==> config.mk <==
export PLATFORM = sky130hd
export DESIGN_NAME = reset_vector_seq
export DESIGN_NICKNAME = d
export VERILOG_FILES = /design/src/rtl/rvs_pkg.sv /design/src/rtl/rvs_timebase.sv /design/src/rtl/rvs_fetch.sv /design/src/rtl/reset_vector_seq.sv
export SDC_FILE = /design/constraint.sdc
export NUM_CORES = 1
export LEC_CHECK = 0
export BUFFER_PORTS_ARGS = -buffer_cell sky130_fd_sc_hd__buf_2
export CAP_MARGIN = 20
export CORE_ASPECT_RATIO = 0.75
export CORE_MARGIN = 8
export CORE_UTILIZATION = 56
export CTS_CLUSTER_SIZE = 14
export DETAILED_ROUTE_END_ITERATION = 10
export MAX_ROUTING_LAYER = met4
export PLACE_DENSITY = 0.81
export SETUP_SLACK_MARGIN = 0.5
export SLEW_MARGIN = 10
export SYNTH_ARGS = -nofsm -noshare
export SYNTH_HDL_FRONTEND = slang
export SYNTH_SLANG_ARGS = --single-unit
export TNS_END_PERCENT = 20
==> constraint.sdc <==
create_clock -name clk -period 2.8 [get_ports clk]
set_clock_uncertainty 0.2 [all_clocks]
set_input_delay 0.28 -clock clk [delete_from_list [all_inputs] [get_ports clk]]
set_output_delay 0.28 -clock clk [all_outputs]
set_load 0.1 [all_outputs]
==> src/rtl/rvs_pkg.sv <==
package rvs_pkg;
  typedef enum logic [2:0] {
    PH_OSC  = 3'd0,
    PH_HOLD = 3'd1,
    PH_MODE = 3'd2,
    PH_HI   = 3'd3,
    PH_LO   = 3'd4,
    PH_LOAD = 3'd5,
    PH_RUN  = 3'd6
  } phase_e;

  localparam int ADDR_W = 16;
  localparam int DATA_W = 8;
  localparam logic [ADDR_W-1:0] ADDR_MODE = 16'hFFFD;
  localparam logic [ADDR_W-1:0] ADDR_HI   = 16'hFFFE;
  localparam logic [ADDR_W-1:0] ADDR_LO   = 16'hFFFF;
  localparam logic [DATA_W-1:0] MODE_SINGLE = 8'h00;
endpackage

==> src/rtl/rvs_timebase.sv <==
module rvs_timebase #(
  parameter int BASE_LOG2 = 10,
  parameter int STEP_LOG2 = 2,
  parameter int SEL_W     = 2
) (
  input  logic             clk,
  input  logic             por_n,
  input  logic             clear,
  input  logic [SEL_W-1:0] wait_sel,
  output logic             expired
);
  localparam int NSEL  = 1 << SEL_W;
  localparam int CNT_W = BASE_LOG2 + STEP_LOG2 * (NSEL - 1);

  logic [CNT_W-1:0] tb_cnt;
  logic [CNT_W-1:0] term [NSEL];

  // free-running division counter, shared time base
  always_ff @(posedge clk or negedge por_n) begin
    if (!por_n)     tb_cnt <= '0;
    else if (clear) tb_cnt <= '0;
    else            tb_cnt <= tb_cnt + 1'b1;
  end

  for (genvar g = 0; g < NSEL; g++) begin : g_term
    localparam int LG = BASE_LOG2 + STEP_LOG2 * g;
    assign term[g] = CNT_W'((64'd1 << LG) - 64'd1);
  end

  assign expired = (tb_cnt == term[wait_sel]);

  AST_CLEAR_ZERO: assert property (@(posedge clk) disable iff (!por_n)
    clear |=> (tb_cnt == '0)) else $error("clear");
endmodule

==> src/rtl/rvs_fetch.sv <==
module rvs_fetch
  import rvs_pkg::*;
(
  input  logic              clk,
  input  logic              por_n,
  input  logic              cap_mode,
  input  logic              cap_hi,
  input  logic              cap_lo,
  input  logic [DATA_W-1:0] rom_data,
  output logic              mode_err,
  output logic [ADDR_W-1:0] pc,
  output logic              pc_load
);
  logic [DATA_W-1:0] hi_byte;

  always_ff @(posedge clk or negedge por_n) begin
    if (!por_n) begin
      mode_err <= 1'b0;
      hi_byte  <= '0;
      pc       <= '0;
      pc_load  <= 1'b0;
    end else begin
      pc_load <= cap_lo;
      if (cap_mode && (rom_data != MODE_SINGLE)) mode_err <= 1'b1;
      if (cap_hi) hi_byte <= rom_data;
      if (cap_lo) pc <= {hi_byte, rom_data};
    end
  end

  AST_ERR_STICKY: assert property (@(posedge clk) disable iff (!por_n)
    mode_err |=> mode_err) else $error("err");
endmodule

==> src/rtl/reset_vector_seq.sv <==
module reset_vector_seq
  import rvs_pkg::*;
#(
  parameter int BASE_LOG2 = 10,
  parameter int STEP_LOG2 = 2,
  parameter int SEL_W     = 2
) (
  input  logic              clk,
  input  logic              por_n,
  input  logic              ext_rst_n,
  input  logic              stop_mode,
  input  logic [SEL_W-1:0]  wait_sel,
  output logic              rom_rd,
  output logic [ADDR_W-1:0] rom_addr,
  input  logic [DATA_W-1:0] rom_data,
  output logic [ADDR_W-1:0] cpu_pc,
  output logic              cpu_pc_load,
  output logic              cpu_run,
  output logic              mode_err,
  output logic [2:0]        phase
);
  phase_e state, nxt;
  logic   clr_tb, expired, abort;

  rvs_timebase #(.BASE_LOG2(BASE_LOG2), .STEP_LOG2(STEP_LOG2), .SEL_W(SEL_W)) u_tb (
    .clk(clk), .por_n(por_n), .clear(clr_tb), .wait_sel(wait_sel), .expired(expired)
  );

  assign abort = !ext_rst_n && (state != PH_OSC) && (state != PH_HOLD);

  always_comb begin
    nxt    = state;
    clr_tb = 1'b0;
    if (abort) begin
      if (stop_mode) begin
        nxt    = PH_OSC;
        clr_tb = 1'b1;
      end else begin
        nxt = PH_HOLD;
      end
    end else begin
      case (state)
        PH_OSC:  if (expired) nxt = ext_rst_n ? PH_MODE : PH_HOLD;
        PH_HOLD: if (ext_rst_n) nxt = PH_MODE;
        PH_MODE: nxt = PH_HI;
        PH_HI:   nxt = PH_LO;
        PH_LO:   nxt = PH_LOAD;
        PH_LOAD: nxt = PH_RUN;
        default: nxt = PH_RUN;
      endcase
    end
  end

  always_ff @(posedge clk or negedge por_n) begin
    if (!por_n) state <= PH_OSC;
    else        state <= nxt;
  end

  always_comb begin
    rom_rd   = 1'b1;
    rom_addr = ADDR_MODE;
    case (state)
      PH_MODE: rom_addr = ADDR_MODE;
      PH_HI:   rom_addr = ADDR_HI;
      PH_LO:   rom_addr = ADDR_LO;
      default: begin rom_rd = 1'b0; rom_addr = '0; end
    endcase
  end

  rvs_fetch u_fetch (
    .clk(clk), .por_n(por_n),
    .cap_mode((state == PH_HI) && ext_rst_n),
    .cap_hi((state == PH_LO) && ext_rst_n),
    .cap_lo((state == PH_LOAD) && ext_rst_n),
    .rom_data(rom_data), .mode_err(mode_err),
    .pc(cpu_pc), .pc_load(cpu_pc_load)
  );

  assign cpu_run = (state == PH_RUN);
  assign phase   = state;

  AST_FETCH_ORDER: assert property (@(posedge clk) disable iff (!por_n)
    (state == PH_MODE && ext_rst_n) |=> (state == PH_HI)) else $error("order");
  AST_RD_WINDOW: assert property (@(posedge clk) disable iff (!por_n)
    rom_rd |-> (rom_addr >= ADDR_MODE)) else $error("addr");
  AST_LOAD_RUN: assert property (@(posedge clk) disable iff (!por_n)
    cpu_pc_load |-> cpu_run) else $error("load");
  AST_NOSTOP_SKIP: assert property (@(posedge clk) disable iff (!por_n)
    (!ext_rst_n && !stop_mode && state == PH_RUN) |=> (state == PH_HOLD)) else $error("skip");
  AST_HOLD_PIN: assert property (@(posedge clk) disable iff (!por_n)
    (state == PH_HOLD && !ext_rst_n) |=> (state == PH_HOLD)) else $error("hold");
  AST_RUN_DROP: assert property (@(posedge clk) disable iff (!por_n)
    !ext_rst_n |=> !cpu_run) else $error("run");
endmodule

==> results by group, run 1 <==
Status
  – Result of the run: complete, no violations

GRT
  – Overall overflow remaining after global route: 0
  – Met2 usage: 0.223
  – Vias in the first global route: 1510
  – Global Route Usage Sum: 0.153
  – Initial antenna violation count: 0
  – Met1 Track Usage GR: 0.189
  – Met3 track demand over resource: 0.0663
  – Busiest layer in global routing: met2
  – First-pass GRT wire length: 7150 µm
  – Pin count of the biggest net entering global routing: 27

STA
  – Setup-failing EPs final: 0
  – Period Utilization, post-route: 0.793
  – Unrepaired setup endpoints after global routing: true
  – Pins Over Slew Limit: 0
  – Max Fclk: 451 MHz
  – Final Hold Viols: 0
  – Transition at the pin with the smallest max-transition slack: 0.564 ns
  – Clock period minus final worst setup slack: 2.22 ns
  – Max-slew headroom: 0.624
  – Setup TNS Final: 0 ns

Placement
  – Count of input and output buffers: 52
  – Detailed placer's ending HPWL: 3220 µm
  – Weighted congestion reported at the end of routability-driven placement: 0.870

Logic synthesis
  – Mapped Nets: 199
  – Instance count of the mapped netlist: 184
  – Cells taking the most area after synthesis: sky130_fd_sc_hd__dfrtp_1 (53%), sky130_fd_sc_hd__mux2_2 (13%), sky130_fd_sc_hd__buf_4 (5.0%), sky130_fd_sc_hd__xnor2_1 (2.9%), sky130_fd_sc_hd__nor2_1 (2.8%)
  – Synth area leader: sky130_fd_sc_hd__dfrtp_1
  – Count of warnings emitted by yosys: 0
  – Dominant synthesized flop cell: sky130_fd_sc_hd__dfrtp_1
  – Flip-flop and latch count after synthesis: 45
  – Synth Cell Area: 2120 µm²
  – Area share of the leading cell type in the synthesized netlist: 0.532
  – Fraction of registers with async set or reset after synthesis: 1.00
  – Number of unique standard cell types used by synthesis: 35
  – Count of flip-flops with a built-in enable after synthesis: 0
  – Sequential fraction of the synthesis area: 0.532
  – Mean instance size in the synthesized netlist: 11.5 µm²

Routing
  – Average wire length per cell after detail routing: 15.5 µm
  – Count of unresolved DRC violations after routing: 0
  – DRC violation total after the first TritonRoute iteration: 103
  – Post-DR vias/cell: 5.49
  – First-pass detailed-route iteration total: 5
  – Via count of the routed design: 1536
  – Number of routed nets with antenna violations: 0
  – Final routed wirelength across all metal layers: 4330 µm

Setup path
  – Kind of cell adding the most delay to the critical path: flip-flops
  – Worst path slowest cell: sky130_fd_sc_hd__dfrtp_2
  – Nature of the critical path endpoint: output port
  – Largest driver fanout on the critical path: 15
  – Highest cell delay on the worst timing path: 0.50 ns
  – Bufs and invs on worst path: 1
  – Startpoint Class: flop
  – Required time at the worst-slack endpoint: 2.32 ns
  – Signal arrival time at the worst endpoint: 1.74 ns
  – Worst-path cell chain: nor2_1, nand2_1, o21ai_4, clkbuf_4
  – Worst Path Class, Setup: reg -> out

Floorplanning
  – Initial Util: 0.582
  – Core Rows: 19
  – Height of the chip: 69.2 µm
  – Total Die Area: 6020 µm²
  – Die Width: 87.0 µm
  – Area of the core: 3640 µm²
  – I/O pin total: 53

Final layout
  – Count of inserted antenna diode cells: 0
  – Area growth from synthesis to layout: 20.6%
  – Layout Nets: 242
  – Layout cells sized above 1: 0.439

Clock network
  – CTS tree: yes
  – CTS H-tree lvls: 2
  – Maximum count of clock buffers along a single path: 2
  – TritonCTS Buffers: 5
  – Clock root buffer master: sky130_fd_sc_hd__clkbuf_8
  – Worst-skew pair later-pin latency: 0.30 ns
  – Clk sinks: 45
  – Clock transition at path regs: 0.08 ns

Hold path
  – Worst hold path type: in -> reg

Flow run
  – Number of max-capacitance violations reported: 0
## synthesized netlist by cell type (all sizes together), types with 3 or more instances
cell type,number
a21oi,4
and3,3
buf,18
dfrtp,45
inv,3
mux2,24
nand2,11
nand3,6
nand3b,3
nand4,4
nor2,16
nor2b,4
nor3,5
nor4,8
xnor2,7
xor2,6
## cell families (layout without fill, tap and decap cells)
kind of cell               after synthesis  count (layout)  share of synthesized area
and+or+nand+nor                         66              66                      0.174
AOI/OAI and AO/OA                       12              12                     0.0384
muxes                                   24              24                      0.128
buffers and inverters                   23              67                     0.0680
xor gates and xnor gates                13              13                     0.0538
adders and majority gates                1               1                    0.00591
DFF                                     45              45                      0.532
## worst paths after layout
| check | endpoint | slack [ns] | depth (start not counted) | from |
|---|---|---|---|---|
| setup / recovery | rom_addr[4] | 0.58 | 4 | phase[0]$_DFFE_PN0P_ |
| hold / removal | u_fetch.pc[5]$_DFFE_PN0P_ | 0.04 | 2 | rom_data[5] |
| hold reg to reg | u_fetch.mode_err$_DFFE_PN0P_ | 0.30 | 1 | u_fetch.mode_err$_DFFE_PN0P_ |
| min in group asynchronous | u_tb.tb_cnt[10]$_DFF_PN0_ | 0.30 | 2 | por_n |
| max in group asynchronous | u_tb.tb_cnt[2]$_DFF_PN0_ | 1.43 | 3 | por_n |
| setup reg to reg | u_fetch.hi_byte[3]$_DFFE_PN0P_ | 0.96 | 3 | phase[0]$_DFFE_PN0P_ |
## cell usage in the layout, fill, tap and decap left out, types with 4 or more instances in the layout
| master | netlist | final |
|---|---|---|
| sky130_fd_sc_hd__a21oi_1 | 4 | 4 |
| sky130_fd_sc_hd__buf_2 | 4 | 37 |
| sky130_fd_sc_hd__buf_4 | 14 | 6 |
| sky130_fd_sc_hd__clkbuf_4 | 0 | 12 |
| sky130_fd_sc_hd__clkbuf_8 | 0 | 5 |
| sky130_fd_sc_hd__dfrtp_1 | 45 | 42 |
| sky130_fd_sc_hd__mux2_2 | 24 | 24 |
| sky130_fd_sc_hd__nand2_1 | 11 | 11 |
| sky130_fd_sc_hd__nand3_1 | 5 | 5 |
| sky130_fd_sc_hd__nor2_1 | 16 | 16 |
| sky130_fd_sc_hd__nor3_1 | 5 | 4 |
| sky130_fd_sc_hd__nor4_1 | 8 | 8 |
| sky130_fd_sc_hd__xnor2_1 | 7 | 7 |
| sky130_fd_sc_hd__xor2_1 | 6 | 6 |
## through the flow
step	setup slack (ns)	instances	util	hold slack [ns]	instance area, µm²
after detailed placement	0.875	271	0.652	0.107	2370
after floorplan	0.341	184	-	-0.216	2170
after global routing	0.466	280	0.701	0.0340	2550
final	0.580	280	0.701	0.0447	2550
after global placement	0.923	271	0.652	0.103	2370
after CTS	0.517	280	0.691	0.0428	2510
## flip-flops by register name, summed over array words and instances, names as in the netlist
signal	count
phase	3
u_fetch.hi_byte	8
u_fetch.mode_err	1
u_fetch.pc	16
u_fetch.pc_load	1
u_tb.tb_cnt	16
## final cells by class
type,instances,area (µm²)
Tap cell,52,65.1
Timing Repair Buffer,56,330
Multi-Input combinational cell,116,876
Inverter,3,11.3
Clock inverter,3,65.1
Clock buffer,5,68.8
Fill cell,275,1090
Sequential cell,45,1130
## per-layer routing
layer | vias up | wire, µm | part of all wire
met1 | 755 | 1890 | 0.44
met2 | 59 | 2010 | 0.46
met5 | - | 0 | 0
met4 | 0 | 51 | 0.012
li1 | 714 | - | -
met3 | 8 | 371 | 0.086
## timing repair
action | in CTS | in global routing
gates resized for setup | 0 | 18
hold endpoints to repair | 25 | 0
hold buffers | 1 | 0
endpoints found under the setup margin | 0 | 15
setup buffers | 0 | 0
## worst register-to-register path, cell delays in order, from the launching register on
cell and delay, ns:
sky130_fd_sc_hd__dfrtp_2 0.50, sky130_fd_sc_hd__nor2_1 0.22, sky130_fd_sc_hd__and3_1 0.43, sky130_fd_sc_hd__mux2_2 0.38
Power of run 1 is not shown: default switching activity piles up to over one toggle a cycle in this logic, so the estimate is an artifact.
==> run 2: changes to the inputs <==
--- a/config.mk
+++ b/config.mk
@@ -9,11 +9,11 @@
 export CAP_MARGIN = 20
 export CORE_ASPECT_RATIO = 0.75
 export CORE_MARGIN = 8
-export CORE_UTILIZATION = 56
+export CORE_UTILIZATION = 52
 export CTS_CLUSTER_SIZE = 14
 export DETAILED_ROUTE_END_ITERATION = 10
 export MAX_ROUTING_LAYER = met4
-export PLACE_DENSITY = 0.81
+export PLACE_DENSITY = 0.76
 export SETUP_SLACK_MARGIN = 0.5
 export SLEW_MARGIN = 10
 export SYNTH_ARGS = -nofsm -noshare
==> constraint.sdc (replaced) <==
create_clock -name clk -period 2.25 [get_ports clk]
set_clock_uncertainty 0.2 [all_clocks]
set_input_delay 0.225 -clock clk [delete_from_list [all_inputs] [get_ports clk]]
set_output_delay 0.225 -clock clk [all_outputs]
set_load 0.1 [all_outputs]
==> results by group, run 2 (synthesized netlist as in run 1, its figures left out) <==
Hold path
  – Worst hold path type: in -> reg

STA
  – Period Utilization, post-route: 0.870
  – Max Fclk: 511 MHz
  – Setup-failing EPs final: 0 (unchanged)
  – Clock period minus final worst setup slack: 1.96 ns
  – Final Hold Viols: 0 (unchanged)
  – Max-slew headroom: 0.588 (-0.0363)
  – Unrepaired setup endpoints after global routing: true
  – Transition at the pin with the smallest max-transition slack: 0.619 ns (+0.0544 ns)
  – Pins Over Slew Limit: 0 (unchanged)

Placement
  – Count of input and output buffers: 52 (unchanged)
  – Detailed placer's ending HPWL: 3040 µm (-5.7%)
  – Weighted congestion reported at the end of routability-driven placement: 0.813 (-6.5%)
  – Placed inst area: 2370 µm² (+0.16%)

Setup path
  – Highest cell delay on the worst timing path: 0.53 ns (+0.03 ns)
  – Worst path slowest cell: sky130_fd_sc_hd__dfrtp_4
  – CP most frequent cell: sky130_fd_sc_hd__buf_12
  – Worst Path Class, Setup: reg -> out
  – Kind of cell adding the most delay to the critical path: flip-flops
  – Signal arrival time at the worst endpoint: 1.53 ns (-0.21 ns)
  – Largest driver fanout on the critical path: 8 (-7)
  – Required time at the worst-slack endpoint: 1.82 ns (-0.50 ns)
  – Worst-path cell chain: nor2_4, nand2_2, o21ai_4, buf_12, buf_12
  – Bufs and invs on worst path: 2 (+1)
  – Nature of the critical path endpoint: output port
  – Startpoint Class: flop

Final layout
  – Layout Nets: 257 (+6.2%)
  – Post-Layout Inst Area: 2950 µm² (+16%)
  – Most common cell after layout, fill and taps aside: sky130_fd_sc_hd__dfrtp_1
  – Count of inserted antenna diode cells: 0 (unchanged)
  – Layout cells sized above 1: 0.469 (+0.0305)
  – Highest-count cells in the layout ignoring fill and taps: sky130_fd_sc_hd__dfrtp_1 (42), sky130_fd_sc_hd__buf_2 (34), sky130_fd_sc_hd__mux2_2 (24)
  – Registers with the most flip-flops: u_fetch.pc x16, u_tb.tb_cnt x16, u_fetch.hi_byte x8
  – Area growth from synthesis to layout: 39.3%

Routing
  – Count of unresolved DRC violations after routing: 0 (unchanged)
  – Number of routed nets with antenna violations: 0 (unchanged)
  – Post-DR vias/cell: 5.34 (-2.7%)
  – Average wire length per cell after detail routing: 17.2 µm (+11%)
  – DRC violation total after the first TritonRoute iteration: 116 (+13%)
  – Via count of the routed design: 1590 (+3.5%)
  – Final routed wirelength across all metal layers: 5110 µm (+18%)
  – First-pass detailed-route iteration total: 4 (-1)

Flow run
  – Number of max-capacitance violations reported: 0 (unchanged)

Floorplanning
  – Initial Util: 0.532 (-0.0499)
  – Height of the chip: 71.2 µm (+2.9%)
  – Total Die Area: 6390 µm² (+6.1%)
  – Area of the core: 3980 µm² (+9.4%)
  – Die Width: 89.7 µm (+3.1%)
  – I/O pin total: 53 (unchanged)
  – Core Rows: 20 (+1)

Clock network
  – Maximum count of clock buffers along a single path: 2 (unchanged)
  – TritonCTS Buffers: 5 (unchanged)
  – Clock transition at path regs: 0.08 ns (about the same)
  – Clk sinks: 45 (unchanged)
  – Worst-skew pair later-pin latency: 0.30 ns (about the same)
  – CTS tree: yes
  – Clock root buffer master: sky130_fd_sc_hd__clkbuf_8
  – CTS H-tree lvls: 2 (unchanged)

GRT
  – Vias in the first global route: 1630 (+7.9%)
  – Pin count of the biggest net entering global routing: 29 (+7.4%)
  – First-pass GRT wire length: 8220 µm (+15%)
  – Global Route Usage Sum: 0.171 (+0.0183)
  – Initial antenna violation count: 0 (unchanged)
  – Overall overflow remaining after global route: 0 (unchanged)

Status
  – Result of the run: complete, no violations
[run 2: cell count changes in the layout (fill, tap and decap cells not counted), sizes merged]
cell,delta
clkinv,+1
bufinv,-2
clkbuf,-10
dlygate4sd3,+6
buf,+20
[run 2: per-stage QoR]
step	worst slack, ns	TNS (ns)	std cells	utilization	hold WS [ns]
after floorplan	-0.154	-2.01	184	-	-0.271
after global placement	0.328	0	274	0.597	0.0742
after detailed placement	0.294	0	274	0.597	0.0752
after CTS	0.341	0	295	0.727	0.00384
after global routing	0.244	0	298	0.741	0.00784
final	0.293	0	298	0.741	0.0130
[run 2: path summary, 6_finish.rpt]
kind	from	end	slack [ns]	depth (start not counted)
max reg2reg	phase[1]$_DFFE_PN0P_	u_fetch.hi_byte[2]$_DFFE_PN0P_	0.35	4
min in group asynchronous	por_n	u_fetch.pc[7]$_DFFE_PN0P_	0.27	2
max	phase[1]$_DFFE_PN0P_	rom_addr[14]	0.29	5
max in group asynchronous	por_n	u_tb.tb_cnt[7]$_DFF_PN0_	0.99	3
min reg2reg	u_fetch.pc[14]$_DFFE_PN0P_	u_fetch.pc[14]$_DFFE_PN0P_	0.30	1
min	rom_data[2]	u_fetch.hi_byte[2]$_DFFE_PN0P_	0.01	2
[run 2: area by class of cell]
type,instances,area [µm²]
Fill cell,254,1030
Clock inverter,2,10.0
Clock buffer,6,72.6
Timing Repair Buffer,71,746
Tap cell,55,68.8
Inverter,3,11.3
Multi-Input combinational cell,116,905
Sequential cell,45,1130
[run 2: layer usage]
layer	share of wire	wire, µm	GRT usage
met3	0.056	286	0.0480
met2	0.47	2430	0.258
met4	0.014	70	0.0496
met5	0	0	-
met1	0.46	2330	0.219
[run 2: what timing repair did]
item	in CTS	in global routing
cloned	1	0
hold buffers	7	0
resized for setup	76	5
setup endpoints to repair	44	45
pin swaps	2	1
buffers inserted	5	3
hold endpoints to repair	36	0
Power of run 2 is left out for the same reason.
